==> src/rtl/acc_cpu_pkg.sv <==
// Package: shared widths, opcode codes and control-state type for the
// accumulator processor. Assumes a 16-bit word split as 4-bit opcode and
// 12-bit operand address.
package acc_cpu_pkg;
    localparam int DATA_W = 16;
    localparam int ADDR_W = 12;
    localparam int OP_W   = DATA_W - ADDR_W;

    typedef enum logic [OP_W-1:0] {
        OP_LOAD  = 4'd1,
        OP_ADD   = 4'd2,
        OP_SUB   = 4'd3,
        OP_STORE = 4'd4,
        OP_JMP   = 4'd5,
        OP_BEQ   = 4'd6,
        OP_HALT  = 4'd15
    } opcode_t;

    typedef enum logic [2:0] {
        ST_FETCH  = 3'd0,
        ST_LATCH  = 3'd1,
        ST_DECODE = 3'd2,
        ST_EXEC   = 3'd3,
        ST_HALT   = 3'd4
    } state_t;
endpackage

==> src/rtl/acc_cpu_alu.sv <==
// Module: combinational accumulator arithmetic. Picks the new accumulator
// value for LOAD, ADD and SUB; other opcodes pass the accumulator through.
// Assumes wrap-around arithmetic at DATA_W bits.
module acc_cpu_alu
    import acc_cpu_pkg::*;
#(
    parameter int W    = DATA_W,
    parameter int OPW  = OP_W
) (
    input  logic [OPW-1:0] op,
    input  logic [W-1:0]   acc,
    input  logic [W-1:0]   operand,
    output logic [W-1:0]   result
);
    // Select the arithmetic result for the decoded opcode.
    always_comb begin
        case (op)
            OP_LOAD: result = operand;
            OP_ADD:  result = acc + operand;
            OP_SUB:  result = acc - operand;
            default: result = acc;
        endcase
    end
endmodule

==> src/rtl/acc_cpu_ctrl.sv <==
// Module: fetch/execute sequencer. Steps FETCH -> LATCH -> DECODE and,
// for instructions that read an operand, EXEC; parks in HALT.
// Assumes memory read data arrives one cycle after the address.
module acc_cpu_ctrl
    import acc_cpu_pkg::*;
#(
    parameter int OPW = OP_W
) (
    input  logic           clk,
    input  logic           rst_n,
    input  logic [OPW-1:0] opcode,
    input  logic           zero,
    output state_t         state,
    output logic           ir_ld,
    output logic           pc_inc,
    output logic           pc_ld,
    output logic           acc_ld,
    output logic           sel_operand,
    output logic           mem_we,
    output logic           halted
);
    state_t state_d;

    // State register with synchronous active-low reset.
    always_ff @(posedge clk) begin
        if (!rst_n) state <= ST_FETCH;
        else        state <= state_d;
    end

    // Next state and per-cycle control strobes.
    always_comb begin
        state_d     = state;
        ir_ld       = 1'b0;
        pc_inc      = 1'b0;
        pc_ld       = 1'b0;
        acc_ld      = 1'b0;
        sel_operand = 1'b0;
        mem_we      = 1'b0;
        case (state)
            ST_FETCH: state_d = ST_LATCH;
            ST_LATCH: begin
                ir_ld   = 1'b1;
                pc_inc  = 1'b1;
                state_d = ST_DECODE;
            end
            ST_DECODE: begin
                state_d = ST_FETCH;
                case (opcode)
                    OP_LOAD, OP_ADD, OP_SUB: begin
                        sel_operand = 1'b1;
                        state_d     = ST_EXEC;
                    end
                    OP_STORE: begin
                        sel_operand = 1'b1;
                        mem_we      = 1'b1;
                    end
                    OP_JMP:  pc_ld = 1'b1;
                    OP_BEQ:  pc_ld = zero;
                    OP_HALT: state_d = ST_HALT;
                    default: ;
                endcase
            end
            ST_EXEC: begin
                acc_ld  = 1'b1;
                state_d = ST_FETCH;
            end
            ST_HALT: state_d = ST_HALT;
            default: state_d = ST_FETCH;
        endcase
    end

    assign halted = (state == ST_HALT);
endmodule

==> src/rtl/acc_cpu_dpath.sv <==
// Module: datapath holding program counter, instruction register,
// accumulator and zero flag, plus the memory address mux.
// Assumes control strobes from the sequencer are mutually consistent.
module acc_cpu_dpath
    import acc_cpu_pkg::*;
#(
    parameter int W   = DATA_W,
    parameter int AW  = ADDR_W,
    localparam int OPW = W - AW
) (
    input  logic           clk,
    input  logic           rst_n,
    input  logic           ir_ld,
    input  logic           pc_inc,
    input  logic           pc_ld,
    input  logic           acc_ld,
    input  logic           sel_operand,
    input  logic [W-1:0]   rdata,
    input  logic [W-1:0]   alu_result,
    output logic [OPW-1:0] opcode,
    output logic [W-1:0]   acc,
    output logic           zero,
    output logic [AW-1:0]  addr
);
    logic [AW-1:0] pc;
    logic [W-1:0]  ir;
    logic [AW-1:0] operand_addr;

    assign opcode       = ir[W-1:AW];
    assign operand_addr = ir[AW-1:0];

    // Program counter: reset to 0, advance after fetch, load on branch.
    always_ff @(posedge clk) begin
        if (!rst_n)      pc <= '0;
        else if (pc_ld)  pc <= operand_addr;
        else if (pc_inc) pc <= pc + 1'b1;
    end

    // Instruction register captures the fetched word.
    always_ff @(posedge clk) begin
        if (!rst_n)     ir <= '0;
        else if (ir_ld) ir <= rdata;
    end

    // Accumulator and zero flag update together on arithmetic instructions.
    always_ff @(posedge clk) begin
        if (!rst_n) begin
            acc  <= '0;
            zero <= 1'b0;
        end else if (acc_ld) begin
            acc  <= alu_result;
            zero <= (alu_result == '0);
        end
    end

    // Address mux: operand address during operand access, else the PC.
    always_comb addr = sel_operand ? operand_addr : pc;
endmodule

==> src/rtl/acc_cpu.sv <==
// Module: top level of the accumulator processor. Connects sequencer,
// datapath and arithmetic unit to a synchronous single-port memory.
// Assumes read data is valid one cycle after the address is presented.
module acc_cpu
    import acc_cpu_pkg::*;
#(
    parameter int W  = DATA_W,
    parameter int AW = ADDR_W,
    localparam int OPW = W - AW
) (
    input  logic          clk,
    input  logic          rst_n,
    output logic [AW-1:0] mem_addr,
    output logic [W-1:0]  mem_wdata,
    output logic          mem_we,
    input  logic [W-1:0]  mem_rdata,
    output logic          halted
);
    state_t         state_q;
    logic [OPW-1:0] opcode;
    logic           zero_q;
    logic [W-1:0]   acc_q;
    logic [W-1:0]   alu_result;
    logic           ir_ld, pc_inc, pc_ld, acc_ld, sel_operand;

    acc_cpu_ctrl #(.OPW(OPW)) u_ctrl (
        .clk(clk), .rst_n(rst_n), .opcode(opcode), .zero(zero_q),
        .state(state_q), .ir_ld(ir_ld), .pc_inc(pc_inc), .pc_ld(pc_ld),
        .acc_ld(acc_ld), .sel_operand(sel_operand), .mem_we(mem_we),
        .halted(halted)
    );

    acc_cpu_dpath #(.W(W), .AW(AW)) u_dpath (
        .clk(clk), .rst_n(rst_n), .ir_ld(ir_ld), .pc_inc(pc_inc),
        .pc_ld(pc_ld), .acc_ld(acc_ld), .sel_operand(sel_operand),
        .rdata(mem_rdata), .alu_result(alu_result), .opcode(opcode),
        .acc(acc_q), .zero(zero_q), .addr(mem_addr)
    );

    acc_cpu_alu #(.W(W), .OPW(OPW)) u_alu (
        .op(opcode), .acc(acc_q), .operand(mem_rdata), .result(alu_result)
    );

    assign mem_wdata = acc_q;
endmodule

==> config.mk <==
export PLATFORM = sky130hd
export DESIGN_NAME = acc_cpu
export DESIGN_NICKNAME = d
export VERILOG_FILES = /design/src/rtl/acc_cpu_pkg.sv /design/src/rtl/acc_cpu_alu.sv /design/src/rtl/acc_cpu_ctrl.sv /design/src/rtl/acc_cpu_dpath.sv /design/src/rtl/acc_cpu.sv
export SDC_FILE = /design/constraint.sdc
export NUM_CORES = 1
export LEC_CHECK = 0
export BUFFER_PORTS_ARGS = -buffer_cell sky130_fd_sc_hd__buf_2
export CAP_MARGIN = 20
export CORE_MARGIN = 2
export CORE_UTILIZATION = 55
export DETAILED_ROUTE_END_ITERATION = 16
export PLACE_DENSITY = 0.8
export SLEW_MARGIN = 20
export SYNTH_ARGS = -nofsm -noshare
export SYNTH_HDL_FRONTEND = slang
export SYNTH_SLANG_ARGS = --single-unit
==> constraint.sdc <==
create_clock -name clk -period 4.3 [get_ports clk]
set_input_delay 0.43 -clock clk [delete_from_list [all_inputs] [get_ports clk]]
set_output_delay 0.43 -clock clk [all_outputs]
set_load 0.1 [all_outputs]
# After elaboration in Yosys (flattened, before gate mapping)

Cells that the tools add are included.
Widths: inputs -> output; s select.

Register bits: 48
Input bits: 18
Output and inout port bits: 30
Logic and storage cells: 38

$add $sub $neg: 3
Equality and inequality tests: 11
Mux-type cells: 14
Reductions and logical operators: 5

Operators with widths:

| kind                  | number |
|---|---|
| $pmux 16 s3           | 1 |
| $mux 12               | 3 |
| $add 16x16->16        | 1 |
| $logic_not 16->1      | 1 |
| $sub 16x16->16        | 1 |
| $add 12x1->12 const B | 1 |
| $eq 4x3->1 const B    | 3 |
| $pmux 3 s4            | 1 |
| $eq 4x2->1 const B    | 2 |
| $mux 1                | 7 |
| $eq 3x2->1 const B    | 2 |
| $pmux 3 s2            | 1 |
| $eq 4x1->1 const B    | 1 |
| $eq 4x4->1 const B    | 1 |
| $reduce_or 4->1       | 1 |
| $eq 3x1->1 const B    | 1 |
| $eq 3x3->1 const B    | 1 |
| $logic_not 3->1       | 1 |
| $reduce_or 3->1       | 1 |
| $pmux 1 s2            | 1 |
| $reduce_bool 2->1     | 1 |

# Depth between registers and ports, before layout

Depth in word-level cells: 5
Depth in mapped cells: 17
Gate-level depth less buffers: 16

# Cells and area by module

From an unflattened synthesis, not the netlist that was laid out.

Cells, all modules: 420
Area, all modules: 3533.4 um^2

Modules (own cells, without submodules):

| module        | instances | cells an instance | area each (um^2) | seq. area each (um^2) |
|---|---|---|---|---|
| acc_cpu_dpath | 1         | 206               | 2013.2           | 900.9 |
| acc_cpu_alu   | 1         | 186               | 1291.2           | 0.0 |
| acc_cpu_ctrl  | 1         | 28                | 229.0            | 60.1 |

# Least setup slack after synthesis

No wires, ideal clock.

Kind: reg2out
From: reg u_ctrl.state[1]
To: out mem_addr[10]
Arrival: 3.868 ns
Required time: 3.870 ns
Path slack: 0.002 ns
Stages on the path, launching flop included: 7
Buffers on the path: 1
Cell sequence: dfxtp_1 and2b_1 nand3_1 nor3_1 a21oi_1 buf_2 mux2_2

Word-level cells in the longest chain between the ends: 3

Ends and longest elaborated chain:

| what                   | RTL line            | source |
|---|---|---|
| from (decl)            | acc_cpu_ctrl.sv:13  | `output state_t state,` |
| from (signal assigned) | acc_cpu_ctrl.sv:27  | `else state <= state_d;` |
| $eq 3x2->1             | acc_cpu_ctrl.sv:39  | `case (state)` |
| $mux 1                 | acc_cpu_ctrl.sv:39  |  |
| $mux 12                | acc_cpu_dpath.sv:57 | `always_comb addr = sel_operand ? operand_addr : pc;` |
| to (decl)              | acc_cpu.sv:13       | `output logic [AW-1:0] mem_addr,` |

Every way passes these cells.

# Worst setup path in the final report

From: reg u_dpath.ir[15]
To: reg u_dpath.zero

Word-level cells in the longest chain between the ends: 3
Elaborated cells between the ends (all ways): 5
Classes of those cells: 3 x eq/ne; 1 x mux; 1 x reduce/logical

Ends and longest elaborated chain:

| what                                            | RTL line            | source |
|---|---|---|
| from (decl)                                     | acc_cpu_dpath.sv:26 | `logic [W-1:0] ir;` |
| from (signal assigned)                          | acc_cpu_dpath.sv:42 | `else if (ir_ld) ir <= rdata;` |
| $eq 4x2->1 / $eq 4x1->1 (equally long branches) | acc_cpu_alu.sv:17   | `case (op)` |
| $pmux 16 s3 (*)                                 | acc_cpu_alu.sv:17   |  |
| $logic_not 16->1 (*)                            | acc_cpu_dpath.sv:52 | `zero <= (alu_result == '0);` |
| to (signal assigned)                            | acc_cpu_dpath.sv:52 |  |
| to (decl)                                       | acc_cpu_dpath.sv:22 | `output logic zero,` |

Mark *: on every way between the ends. The rest lies on a longest branch, timed or not.
A chain may end at the register's enable or synchronous reset.

==> impl_metrics.env <==
export IMPL_status="finished, final reports clean"
export IMPL_area_delta_synth_final_pct=11.9
export IMPL_synth_yosys_seq_area_share_pct=28.3
export IMPL_grt_pass1_wl_um=14800
export IMPL_drive_gt1_share_pct=16.6
export IMPL_rsz0062_at_grt="false"
export IMPL_placed_cell_area_um2=3660
export IMPL_holdCritPathClass="in2reg"
export IMPL_synth_seq_cells=48
export IMPL_path_delay_family="simple AND/OR/NAND/NOR gates"
export IMPL_mostFrequentLayoutCell="nand2_1"
export IMPL_hold_buffers=0
export IMPL_clock_sinks=48
export IMPL_ant_nets=0
export IMPL_ctsResizeCount=0
export IMPL_seq_power_share_pct=40.4
export IMPL_vias=3599
export IMPL_mostFrequentLayoutCells="55 x nand2_1, 51 x a21oi_1, 48 x nor2_1, 48 x dfxtp_1, 47 x buf_2"
export IMPL_cts_buffer_depth=2
export IMPL_total_leakage_power_nw=1.63
export IMPL_cts_max_level=2
export IMPL_synthArstFlopShare_pct=0
export IMPL_via_per_inst=6.46
export IMPL_wl_per_cell_um=17.0
export IMPL_ir_drop_uv=167
export IMPL_finalHoldViolations=0
export IMPL_fin_skew_ps=11.7
export IMPL_critPathSlowestCell="nor4bb_1"
export IMPL_fp_row_count=28
export IMPL_power_share_clock_pct=34.1
export IMPL_fin_ws_ps=369
export IMPL_drt_iter0_drc=426
export IMPL_numCtsBuffers=5
export IMPL_worstPathCellList="nor2_2, and2_1, nand2_1, o21ai_0, inv_1, ha_1, nor2b_1, o2111ai_1, nand2_1, xor2_1, a222oi_1, nor4bb_1, and4_1, nand4_1, o31ai_2"
export IMPL_setup_viol=0
export IMPL_finalCriticalPeriod_ps=3930
export IMPL_grt_use_total_pct=28.5
export IMPL_synth_distinct_cells=60
export IMPL_grt_start_max_net_pins=36
export IMPL_drcViolationCount=0
export IMPL_wl_um=9490
export IMPL_cts_setup_buffers=0
export IMPL_crit_arrival_ps=4180
export IMPL_io_buffers=47
export IMPL_antenna_found_initial=0
export IMPL_timing_fmax_ghz=0.254
export IMPL_dp_worst_setup_slack_ps=403
export IMPL_syn_cell_area_um2=3400
export IMPL_timing_max_transition_violations_final=0
export IMPL_firstDrtPassIters=8
export IMPL_syn_area_per_cell_um2=7.64
export IMPL_tns_ps=0
export IMPL_dieArea_um2=6820
export IMPL_synth_nets=481
export IMPL_insertion_delay_ps=320
export IMPL_critPathMaxFanout=9
export IMPL_critical_path_buf_inv_count=1
export IMPL_powerDensity_nw_per_um2=316
export IMPL_worstMarginPinSlew_ps=857
export IMPL_synth_flop_cell="dfxtp_1"
export IMPL_finish_instance_area_um2=3800
export IMPL_switchingPower_w=0.000405
export IMPL_clk_pin_slew_worst_paths_ps=110
export IMPL_drv_cap=0
export IMPL_clockRootBuffer="clkbuf_8"
export IMPL_gp_congestion=0.976
export IMPL_start_util_pct=57.1
export IMPL_n_antenna_cell=0
export IMPL_p_comb_share_pct=25.5
export IMPL_syn_inst=445
export IMPL_startpoint_type="flop"
export IMPL_cp_required_ps=4550
export IMPL_cts_tree="done"
export IMPL_num_nets_final=517
export IMPL_grt_pass1_vias=3061
export IMPL_core_area_um2=5960
export IMPL_maxSlewHeadroom_pct=42.5
export IMPL_synth_warnings=0
export IMPL_intPower_w=0.000796
export IMPL_cp_end_kind="flop"
export IMPL_grt_overflow_total=0
export IMPL_crit_type="reg2reg"
export IMPL_power_w=0.00120
export IMPL_dp_hpwl_um=6830
export IMPL_cp_common_cell="nand2_1"
export IMPL_finalCritPeriodShare_pct=91.4
export IMPL_netSwitchingFraction_pct=33.7
export IMPL_cp_slowest_stage_delay_ps=460
export IMPL_io_pins=48
export IMPL_die_h_um=82.6
export IMPL_synth_edf_count=0
export IMPL_die_w_um=82.6
cell usage after synthesis, types with 2 or more instances:
master	n	area [µm²]
a211oi_1	6	45.0
a21oi_1	51	255
a221oi_1	4	35.0
a222oi_1	9	90.1
a22oi_1	3	22.5
a31oi_1	5	31.3
and2_1	3	18.8
and3_1	10	62.6
buf_2	4	20.0
buf_6	2	22.5
clkbuf_1	17	63.8
dfxtp_1	48	961
ha_1	17	213
inv_1	10	37.5
mux2_2	12	135
nand2_1	55	206
nand2b_1	8	50.1
nand3_1	9	45.0
nand4_1	3	18.8
nor2_1	48	180
nor2b_1	3	18.8
nor3_1	8	40.0
nor3b_1	3	22.5
o2111ai_1	2	17.5
o211a_1	2	20.0
o21a_1	5	37.5
o21ai_0	29	145
o21ai_1	4	20.0
o22a_1	4	35.0
o22ai_1	3	18.8
o31a_1	2	17.5
or2_1	2	12.5
or2_2	2	12.5
xnor2_1	16	140
xor2_1	11	96.3
cell families after synthesis:
| kind of cell | count (synthesis) | synth area share, % |
|---|---|---|
| fa+ha+maj | 18 | 6.85 |
| simple gates | 164 | 22.6 |
| xor+xnor | 27 | 6.96 |
| flops | 48 | 28.3 |
| compound gates | 142 | 26.8 |
| buf+inv | 33 | 4.23 |
| mux | 13 | 4.27 |
tightest hold or removal path, stage by stage:
cell and delay [ps]:
buf_2 130, nand2_1 60, a21oi_1 50
final cells by class:
cell class                 instances  area [µm²]
tap                               75        93.8
sequential                        48         961
timing repair buffer              52         273
multi-input combinational        364        2300
clock inverter                     3        68.8
inverter                          10        37.5
clock buffer                       5        68.8
fill                             527        2150
power by group through the flow:
stage | clock network (W) | logic [W] | registers (W)
floorplan | 0 | 0.000208 | 0.000516
global placement | 0 | 0.000295 | 0.000494
detailed placement | 0 | 0.000299 | 0.000495
CTS | 0.000413 | 0.000301 | 0.000484
global route | 0.000427 | 0.000333 | 0.000488
finish | 0.000409 | 0.000307 | 0.000485
layer usage:
metal,vias up,share of wire (%),global-route usage (%)
li1,1689,-,-
met1,1671,42,39.5
met2,213,46,44.4
met3,26,9.2,5.22
met4,0,2.2,9.51
met5,-,0,0
registers in the layout, summed over array words and instances, names as in the netlist:
| signal | count |
|---|---|
| u_dpath.ir | 16 |
| u_dpath.pc | 12 |
| u_dpath.zero | 1 |
| u_ctrl.state | 3 |
| u_dpath.acc | 16 |
stage by stage:
stage	hold slack, ps	utilization, %	std cells
final	391	63.8	557
after global routing	399	63.8	557
after CTS	388	63.8	557
after detailed placement	469	61.5	549
after global placement	460	61.5	549
after floorplan	446	-	445
final timing paths:
| path | from | to | slack [ps] | cells past startpoint |
|---|---|---|---|---|
| worst max-delay path | u_dpath.ir[15]$_SDFFE_PN0P_ | u_dpath.zero$_SDFFE_PN0N_ | 370 | 15 |
| worst min-delay path | mem_rdata[13] | u_dpath.ir[13]$_SDFFE_PN0P_ | 390 | 3 |
| worst max register to register | u_dpath.ir[15]$_SDFFE_PN0P_ | u_dpath.zero$_SDFFE_PN0N_ | 370 | 15 |
| worst min register to register | u_dpath.ir[0]$_SDFFE_PN0P_ | u_dpath.ir[0]$_SDFFE_PN0P_ | 480 | 2 |
(Power assumes the default switching activity.)
